<file path="src/rtl/xtal_drift_calc.sv">
module xtal_drift_calc #(
  parameter int TW = 10,
  parameter int CW = 7,
  parameter int FRAC = 8,
  parameter int HOT_PRESET = 70,
  parameter int COLD_PRESET = 72,
  localparam int DW = TW + 1,
  localparam int PW = 2 * DW + CW,
  localparam int SH = 13 - FRAC,
  localparam int OW = PW - SH + 1
) (
  input  logic                 clk,
  input  logic                 rst_n,
  input  logic                 sense_en,
  input  logic                 wr_en,
  input  logic                 wr_hot,
  input  logic [CW-1:0]        wr_data,
  input  logic [4:0]           turn_code,
  input  logic                 smp_valid,
  input  logic signed [TW-1:0] smp_temp,
  output logic                 drift_valid,
  output logic signed [OW-1:0] drift
);

  logic [CW-1:0] hot_q, cold_q, c1;
  logic signed [DW-1:0] t0, diff, d1;
  logic [DW-1:0] mag, ad;
  logic [PW-1:0] p2;
  logic v1, v2;

  assign mag  = DW'(turn_code[3:0]);
  assign t0   = turn_code[4] ? DW'(50) - mag : DW'(50) + mag;
  assign diff = DW'(smp_temp) - t0;
  assign ad   = d1[DW-1] ? -d1 : d1;

  always_ff @(posedge clk or negedge rst_n) begin
    if (!rst_n) begin
      hot_q  <= CW'(HOT_PRESET);
      cold_q <= CW'(COLD_PRESET);
    end else if (wr_en && !sense_en) begin
      if (wr_hot) hot_q <= wr_data;
      else        cold_q <= wr_data;
    end
  end

  always_ff @(posedge clk or negedge rst_n) begin
    if (!rst_n) begin
      v1 <= 1'b0;
      v2 <= 1'b0;
      drift_valid <= 1'b0;
      d1 <= '0;
      c1 <= '0;
      p2 <= '0;
      drift <= '0;
    end else begin
      v1 <= smp_valid;
      v2 <= v1;
      drift_valid <= v2;
      if (smp_valid) begin
        d1 <= diff;
        c1 <= diff[DW-1] ? cold_q : hot_q;
      end
      if (v1) p2 <= PW'(c1) * PW'(ad) * PW'(ad);
      if (v2) drift <= -$signed(OW'(p2 >> SH));
    end
  end

endmodule


</file>
<file path="config.mk">
export PLATFORM = sky130hd
export DESIGN_NAME = xtal_drift_calc
export DESIGN_NICKNAME = d
export VERILOG_FILES = /design/src/rtl/xtal_drift_calc.sv
export SDC_FILE = /design/constraint.sdc
export NUM_CORES = 1
export LEC_CHECK = 0
export BUFFER_PORTS_ARGS = -buffer_cell sky130_fd_sc_hd__buf_2
export CORE_MARGIN = 3
export CORE_UTILIZATION = 30
export CTS_CLUSTER_SIZE = 10
export DETAILED_ROUTE_END_ITERATION = 6
export SLEW_MARGIN = 20
export SYNTH_ARGS = -nofsm -noshare
export SYNTH_HDL_FRONTEND = slang
export SYNTH_SLANG_ARGS = --single-unit
</file>
<file path="constraint.sdc">
create_clock -name clk -period 16.1 [get_ports clk]
set_clock_uncertainty 0.05 [all_clocks]
set_input_delay 1.61 -clock clk [delete_from_list [all_inputs] [get_ports clk]]
set_output_delay 1.61 -clock clk [all_outputs]
set_load 0.005 [all_outputs]
</file>
Word-level counts from Yosys, hierarchy flattened. Cells that the tools add are included.

Register bits: 89. Bits of input ports: 28. Logic and storage cells: 24.

$add $sub $neg: 5. Multipliers: 2. Muxes and demuxes: 3. Bitwise gates (word level): 1. Reduce and logical (&&, ||, !) cells: 4.

Operators with widths (number): multiplier 18 x 11 -> 29 bit (1); negation 24 -> 25 bit (1); two-way mux 11 bit (2); multiplier 7 x 11 -> 18 bit (1); negation 11 bit (1); subtractor 10 x 11 -> 11 bit (1); adder 6 x 4 -> 7 bit (first input constant) (1); two-way mux 7 bit (1); subtractor 6 x 4 -> 7 bit (first input constant) (1); AND reduction 2 bit (2); logical AND 1 bit (1); zero test 1 bit (1); NOT 1 bit (1).

Logic depth before layout (Yosys ltp). Gate-level depths: netlist of the first run.

Depth after elaboration: 4. Gate-level depth with buffers: 41. Mapped depth without buffers: 37.

Worst setup path before layout of the first run. OpenSTA, ideal clock, no wires.

Path kind: register to register. Start: reg d1[0]. End: reg p2[26]. Arrival: 10.508 ns. Data required time: 15.921 ns. Setup slack: 5.413 ns. Stages on the path, launching flop included: 38. Clock period less this slack: 10.687 ns. Cells stage by stage: dfrtp_1 clkbuf_1 clkinv_1 ha_1 nand2b_1 xnor2_1 clkbuf_1 and2_1 fa_1 fa_1 fa_1 inv_1 fa_1 inv_1 ha_1 clkbuf_1 a21o_1 a21o_1 [... 2 more ...] nor4_1 clkbuf_1 or3b_2 fa_1 inv_1 fa_1 fa_1 fa_1 inv_1 fa_1 inv_1 ha_1 nand2_1 or3_1 nor3_1 a32oi_1 and4_1 a2111o_1.

Word-level cells in the longest chain between the ends: 4.

Ends and longest elaborated chain: from (decl) (RTL line 26) `logic signed [DW-1:0] t0, diff, d1;`; from (signal assigned) (RTL line 60) `d1 <= diff;`; negation 11 bit (RTL line 34) `assign ad = d1[DW-1] ? -d1 : d1;`; two-way mux 11 bit (*) (RTL line 34); multiplier 7 x 11 -> 18 bit (RTL line 63) `if (v1) p2 <= PW'(c1) * PW'(ad) * PW'(ad);`; multiplier 18 x 11 -> 29 bit (*) (RTL line 63); to (signal assigned) (RTL line 63); to (decl) (RTL line 28) `logic [PW-1:0] p2;`.

Mark *: on every way between the ends. The rest lies on a longest branch, timed or not. A chain may end at the register's enable or synchronous reset.

Final worst setup path of the first run. Same ends and word-level chain as after synthesis.

==> run_results.csv, run 1 <==
group,metric,value,unit
cts,cts_resized,0,
synth,synth-seq-cells,84,
synth,yosys_warnings,0,
drt,wl_per_cell,15.7,um
cts,cts_setup_buffers,0,
critical_path,arrival,12700,ps
sta,fin_tns_setup,0,ps
critical_path,worst-path-max-fanout,22,
synth,syn_nets,1811,
synth,avgSynthCellArea,9.02,um2
floorplanning,design.die.area,47100,um2
synth,syn_inst,1482,
synth,ys.flop_type,"dfrtp_1",
critical_path,max_stage_delay,900,ps
finish,nNetsFinal,1829,
synth,synth.largest_area_cell,"fa_1",
synth,yosysTopAreaCellShare,28.0,%
grt,overflow,0,
cts,htreeDepth,3,
critical_path,reg2reg_from,"d1[0]",
critical_path,crit_path_top_delay_cell,"dfrtp_1",
grt,antenna_found_initial,0,
placed_design,portBuffers,53,
floorplanning,die_height,217,um
drt,drtIter0Drc,511,
sta,relSlewSlack,27.2,%
sta,rsz0062_at_grt,"no",
sta,layout_min_cycle_time,12510,ps
placed_design,place.gp.congestion,0.858,
sta,layout_setup_ws,3590,ps
sta,fmax,79.9,MHz
critical_path,required,16290,ps
floorplanning,num_io_pins,54,
finish,area_growth,9.56,%
cts,holdBufCountCts,0,
drt,vias,10417,
drt,drt-total-wl,32700,um
finish,final_util,33.6,%
cts,clkLatencyLatePin,370,ps
cts,cts_tree,"done",
drt,ant_nets,0,
synth,synth_edf_count,0,
grt,grt_pass1_vias,11222,
critical_path,cp_common_cell,"fa_1",
worst_hold_path,min_path_type,"reg2reg",
placed_design,place_ws,3640,ps
critical_path,critPathLaunch,"d1[0]",
grt,gr-usage-all-layers,14.8,%
placed_design,dp.final_hpwl,26000,um
critical_path,timing.setup.critical_path_class,"reg2reg",
grt,grt_pass1_wl,56800,um
floorplanning,rows,76,
cts,clock-sinks,84,
critical_path,rrSetupSlack,3590,ps
floorplanning,core_area,43600,um2
synth,syn_area,13400,um2
status,status,"completed",
synth,synth_cell_types,70,
cts,clk_pin_slew,70,ps
synth,yosysSeqAreaShare,15.8,%
grt,grt_max_degree,53,
sta,maxSlewViolCount,0,
drt,post-route-drc-count,0,
worst_hold_path,worstHoldStart,"drift[18]",
drt,avgViaCountPerCell,4.98,
finish,n_antenna_cell,0,
critical_path,start_kind,"register",
floorplanning,start_util,30.7,%
cts,root_buffer,"clkbuf_16",
synth,synth_common_cells,"inv_1 (213), fa_1 (187), nand2_1 (150), nor2_1 (118), ha_1 (114)",
finish,layout-drive-gt1-share,10.9,%
sta,hold_violations,0,
sta,worst_slew_pin_slew,1090,ps
sta,setup_violations,0,
cts,clockBufferDepth,2,
drt,firstDrtPassIters,6,
critical_path,end_kind,"register",
synth,ys_async_sr_fraction,100,%
floorplanning,die_w,217,um
synth,synth_most_common_cell,"inv_1",
cts,cts_made_buffers,9,
flow_run,drv_cap,0,
sta,timing.final.crit_share,77.7,%
synth,ys_top_cells_by_area,"fa_1 (28%), dfrtp_1 (15%), ha_1 (11%), inv_1 (6.0%), nand2_1 (4.2%)",
## cells by family after synthesis
| group | share of synthesized area, % |
|---|---|
| and+or+nand+nor | 17.5 |
| adders and majority gates | 38.7 |
| buffers and inverters | 7.86 |
| AOI/OAI and AO/OA | 10.1 |
| DFF | 15.8 |
| xor gates and xnor gates | 5.18 |
| muxes | 4.87 |
## path summary, 6_finish.rpt
path                            depth (start not counted)        end
worst max-delay path                                   33     p2[26]
worst min-delay path                                    1  drift[18]
worst max register to register                         33     p2[26]
worst min register to register                          1  drift[18]
max in group asynchronous                               2         v2
min in group asynchronous                               1   hot_q[4]
## layout make-up
cell class	instances	area, um2
fill	4607	28900
multi-input combinational	1119	10300
sequential	84	2110
inverter	215	807
tap	585	732
timing repair buffer	71	403
clock buffer	10	239
clock inverter	6	97.6
## metrics by stage
stage / instances / hold slack (ps) / instance area, um2
after floorplan: 1482 / 302 / 13400
after global placement: 2074 / 435 / 14300
after detailed placement: 2074 / 440 / 14300
after CTS: 2090 / 455 / 14600
after global routing: 2090 / 467 / 14600
final: 2090 / 451 / 14600
## routing by layer
metal / up-vias / wire length (um) / track usage, %
met2: 248 / 16300 / 26.1
met1: 5259 / 13900 / 18.8
li1: 4859 / - / -
met3: 51 / 1820 / 2.22
met5: - / 0 / 0
met4: 0 / 728 / 4.28
## worst max-delay path: cells and delay by family, from the launching register on
family          cells  cell delay (ps)
compound gates      4             1650
xor+xnor            1              840
fa+ha+maj          12             5730
buf+inv             6              840
flops               1              900
simple gates       10             2350
## state kept, by name (all words and copies together), names as in the netlist
register and cells:
drift_valid 1, drift 25, d1 11, v1 1, hot_q 7, cold_q 7, c1 7, v2 1
p2 24
## cell usage in the layout (no fill, tap or decap), types with 50 or more instances in the layout
| master | n |
|---|---|
| nand2_1 | 150 |
| dfrtp_1 | 78 |
| inv_1 | 213 |
| a21oi_1 | 50 |
| xnor2_1 | 53 |
| buf_2 | 52 |
| nor2_1 | 118 |
| ha_1 | 114 |
| fa_1 | 187 |
| and2_1 | 66 |
Power of run 1 is not shown: default switching activity piles up to over one toggle a cycle in this logic, so the estimate is an artifact.
==> run 2, diff against run 1 <==
==> constraint.sdc (replaced) <==
create_clock -name clk -period 11.4 [get_ports clk]
set_clock_uncertainty 0.05 [all_clocks]
set_input_delay 1.14 -clock clk [delete_from_list [all_inputs] [get_ports clk]]
set_output_delay 1.14 -clock clk [all_outputs]
set_load 0.005 [all_outputs]
==> run_results.csv, run 2 (synthesis gave the netlist of run 1 again) <==
group,metric,value,unit
grt,gr-usage-all-layers,14.5,%
cts,clk_pin_slew,70,ps
critical_path,crit_path_top_delay_cell,"fa_1",
cts,cts_setup_buffers,0,
placed_design,place.gp.congestion,0.875,
sta,layout_min_cycle_time,10720,ps
finish,nNetsFinal,1835,
cts,clockBufferDepth,2,
critical_path,timing.setup.critical_path_class,"reg2reg",
critical_path,max_stage_delay,550,ps
sta,maxSlewViolCount,0,
critical_path,end_kind,"register",
sta,relSlewSlack,27.8,%
finish,regArea,2110,um2
drt,ant_nets,0,
floorplanning,rows,76,
drt,post-route-drc-count,0,
flow_run,drv_cap,0,
placed_design,portBuffers,53,
sta,setup_violations,0,
grt,grt_pass1_vias,11024,
drt,drtIter0Drc,527,
finish,reg_top3,"drift (25), p2 (24), d1 (11)",
grt,grt_pass1_wl,55700,um
grt,antenna_found_initial,0,
drt,wl_per_cell,15.4,um
critical_path,r2r-end,"p2[26]",
floorplanning,num_io_pins,54,
floorplanning,die_height,217,um
critical_path,worstRegToRegCells,35,
critical_path,critPathLaunch,"d1[3]",
status,status,"completed",
critical_path,required,11600,ps
drt,vias,10357,
finish,final_cell_mix,"inv_1 (213), fa_1 (187), nand2_1 (150), nor2_1 (118), ha_1 (114)",
critical_path,arrival,10910,ps
critical_path,rrSetupSlack,680,ps
finish,largest-register,"drift",
finish,nFillCells,4596,
finish,layout-drive-gt1-share,11.5,%
cts,clock-sinks,84,
sta,worst_slew_pin_slew,1080,ps
finish,final_common_cell,"inv_1",
cts,cts_made_buffers,9,
sta,rsz0062_at_grt,"no",
drt,firstDrtPassIters,7,
grt,met2_usage,25.6,%
critical_path,cp-endpoint,"p2[26]",
grt,grtUsageMet3,1.75,%
floorplanning,design.die.area,47100,um2
floorplanning,die_w,217,um
grt,grt_max_degree,85,
finish,area_growth,9.72,%
worst_hold_path,min_path_type,"reg2reg",
critical_path,reg2reg_from,"d1[3]",
finish,largest_reg_flops,25,
placed_design,dp.final_hpwl,25700,um
drt,avgViaCountPerCell,4.94,
cts,root_buffer,"clkbuf_16",
cts,htreeDepth,3,
sta,fmax,93.3,MHz
floorplanning,start_util,30.7,%
finish,multi_input_area,10300,um2
critical_path,worst-path-max-fanout,14,
grt,gr-usage-met1,18.7,%
sta,fin_tns_setup,0,ps
grt,overflow,0,
sta,hold_violations,0,
sta,timing.final.crit_share,94.0,%
cts,cts_tree,"done",
cts,clkLatencyLatePin,370,ps
finish,n_antenna_cell,0,
floorplanning,core_area,43600,um2
critical_path,cp_common_cell,"fa_1",
grt,grt-busiest-layer,"met2",
drt,drt-total-wl,32200,um
critical_path,start_kind,"register",
[run 2: metrics by stage]
step                worst slack [ps]  instances  util [%]  hold WS (ps)  cell area (um2)
CTS                              455       2096      33.6           456            14600
finish                           683       2096      33.7           451            14700
global placement                 680       2080      32.9           436            14300
floorplan                        713       1482         -           302            13400
detailed placement               522       2080      32.9           441            14300
global route                    54.2       2096      33.7           461            14700
[run 2: worst min path at each step]
stage | cells past startpoint | endpoint | from | slack, ps
2_1_floorplan | 0 | drift_valid | v2 | 300
3_3_place_gp | 1 | drift[16] | drift[16] | 440
3_5_place_dp | 1 | drift[14] | drift[14] | 440
4_1_cts | 1 | drift[14] | drift[14] | 460
5_1_grt | 1 | drift[11] | drift[11] | 460
6_report | 1 | drift[3] | drift[3] | 450
[run 2: what timing repair did]
action                                  4_1_cts  5_1_grt
hold buffers                                  0        0
resized for setup                             0        5
endpoints found under the setup margin        0        3
[run 2: routing by layer]
layer  vias up  routed length [um]
li1       4876                   -
met1      5245               14200
met2       194               16000
met3        42                1220
met4         0                 849
met5         -                   0
[run 2: layout make-up]
cell class / instances / share of cell area (%)
Clock inverter: 7 / 0.444
Clock buffer: 9 / 1.54
Multi-Input combinational cell: 1119 / 70.1
Timing Repair Buffer: 77 / 3.08
Inverter: 215 / 5.50
Tap cell: 585 / 4.99
Sequential cell: 84 / 14.4
[run 2: worst max-delay path, delay by kind of cell, from the launching register on]
| kind | cells | cell delay, ps |
|---|---|---|
| compound gates | 5 | 1150 |
| buf+inv | 7 | 610 |
| fa+ha+maj | 11 | 5300 |
| xor+xnor | 1 | 150 |
| simple gates | 11 | 2870 |
| flops | 1 | 460 |
Power of run 2 is left out for the same reason.
==> run 3, diff against run 2 <==
--- a/config.mk
+++ b/config.mk
@@ -6,7 +6,7 @@
 export NUM_CORES = 1
 export LEC_CHECK = 0
 export BUFFER_PORTS_ARGS = -buffer_cell sky130_fd_sc_hd__buf_2
-export CORE_MARGIN = 3
+export CORE_MARGIN = 2
 export CORE_UTILIZATION = 30
 export CTS_CLUSTER_SIZE = 10
 export DETAILED_ROUTE_END_ITERATION = 6
==> run_results.csv, run 3 (synthesis gave the netlist of run 1 again) <==
group,metric,value,unit
floorplanning,core_area,44100,um2
finish,layout-drive-gt1-share,11.5,%
grt,grt_pass1_wl,55700,um
worst_hold_path,min_path_type,"reg2reg",
placed_design,dp.final_hpwl,25800,um
critical_path,arrival,10990,ps
critical_path,start_kind,"register",
sta,layout_min_cycle_time,10770,ps
placed_design,place.gp.congestion,0.847,
flow_run,drv_cap,0,
finish,largest_reg_flops,25,
drt,drtIter0Drc,650,
finish,regArea,2110,um2
finish,reg_top3,"drift (25), p2 (24), d1 (11)",
drt,wl_per_cell,15.4,um
critical_path,crit_path_top_delay_cell,"fa_1",
critical_path,rrSetupSlack,630,ps
drt,firstDrtPassIters,5,
critical_path,worstRegToRegCells,32,
sta,hold_violations,0,
cts,clkLatencyLatePin,380,ps
placed_design,portBuffers,53,
finish,multi_input_area,10300,um2
grt,antenna_found_initial,0,
drt,post-route-drc-count,0,
placed_design,dpl.cell_count,2087,
grt,met2_usage,26.1,%
critical_path,max_stage_delay,580,ps
grt,grt_max_degree,85,
drt,vias,10376,
cts,clock-sinks,84,
finish,final_common_cell,"inv_1",
worst_hold_path,worstHoldStart,"drift[15]",
finish,final_cell_mix,"inv_1 (213), fa_1 (187), nand2_1 (150), nor2_1 (118), ha_1 (114)",
critical_path,cp-endpoint,"p2[26]",
grt,grt_pass1_vias,11114,
critical_path,reg2reg_from,"d1[3]",
cts,cts_made_buffers,9,
critical_path,required,11620,ps
critical_path,timing.setup.critical_path_class,"reg2reg",
sta,rsz0062_at_grt,"yes",
floorplanning,die_height,215,um
critical_path,critPathLaunch,"d1[3]",
finish,instances_no_fill,2103,
critical_path,r2r-end,"p2[26]",
grt,gr-usage-all-layers,14.9,%
drt,avgViaCountPerCell,4.93,
sta,hold_slack,452,ps
floorplanning,rows,77,
floorplanning,num_io_pins,54,
cts,htreeDepth,3,
critical_path,worst-path-max-fanout,8,
grt,grt-busiest-layer,"met2",
cts,cts_tree,"done",
floorplanning,design.die.area,46200,um2
sta,maxSlewViolCount,0,
floorplanning,die_w,215,um
drt,drt-total-wl,32400,um
finish,nFillCells,4633,
grt,grtUsageMet3,2.36,%
finish,largest-register,"drift",
sta,setup_violations,0,
critical_path,end_kind,"register",
finish,area_growth,9.86,%
finish,nNetsFinal,1835,
grt,gr-usage-met1,18.8,%
cts,clockBufferDepth,2,
grt,overflow,0,
critical_path,cp_common_cell,"fa_1",
sta,relSlewSlack,23.3,%
drt,ant_nets,0,
floorplanning,start_util,30.3,%
sta,timing.final.crit_share,94.5,%
finish,n_antenna_cell,0,
sta,worst_slew_pin_slew,1140,ps
cts,clk_pin_slew,80,ps
cts,root_buffer,"clkbuf_16",
status,status,"completed",
sta,fmax,92.9,MHz
[run 3: cell count changes in the layout (fill, tap and decap cells not counted), sizes merged]
cell	before	now
clkinvlp	1	0
clkinv	3	4
[run 3: worst max-delay path: cells and delay by family (launching register included)]
kind / cells / cell delay, ps
xor+xnor: 2 / 770
fa+ha+maj: 11 / 5300
buf+inv: 5 / 460
compound gates: 9 / 2810
flops: 1 / 460
simple gates: 5 / 800
[run 3: worst min path at each step]
stage                  endpoint  slack [ps]  cells after the start
floorplan           drift_valid         300                      0
global placement      drift[18]         440                      1
detailed placement    drift[13]         440                      1
CTS                   drift[15]         460                      1
global route          drift[14]         470                      1
finish                drift[15]         450                      1
[run 3: what timing repair did]
action | CTS | global route
resized for setup | 0 | 6
buffers inserted | 0 | 0
endpoints found under the setup margin | 0 | 5
hold buffers | 0 | 0
[run 3: layout make-up]
cell class,count,share of cell area (%)
Clock buffer,9,1.53
Clock inverter,7,0.503
Inverter,215,5.50
Multi-Input combinational cell,1119,70.0
Sequential cell,84,14.4
Tap cell,592,5.05
Timing Repair Buffer,77,3.08
[run 3: metrics by stage]
step	cell area, um2	util (%)	TNS [ps]	worst slack (ps)
after floorplan	13400	-	0	713
after global placement	14300	32.5	0	709
after detailed placement	14300	32.5	0	514
after CTS	14600	33.2	0	488
after global routing	14700	33.3	-11.7	-11.7
final	14700	33.3	0	631
[run 3: layer usage]
layer | part of all wire (%) | routed length (um)
met1 | 44 | 14200
met2 | 50 | 16100
met3 | 4.4 | 1430
met4 | 1.9 | 610
met5 | 0 | 0
Power of run 3 is left out for the same reason.
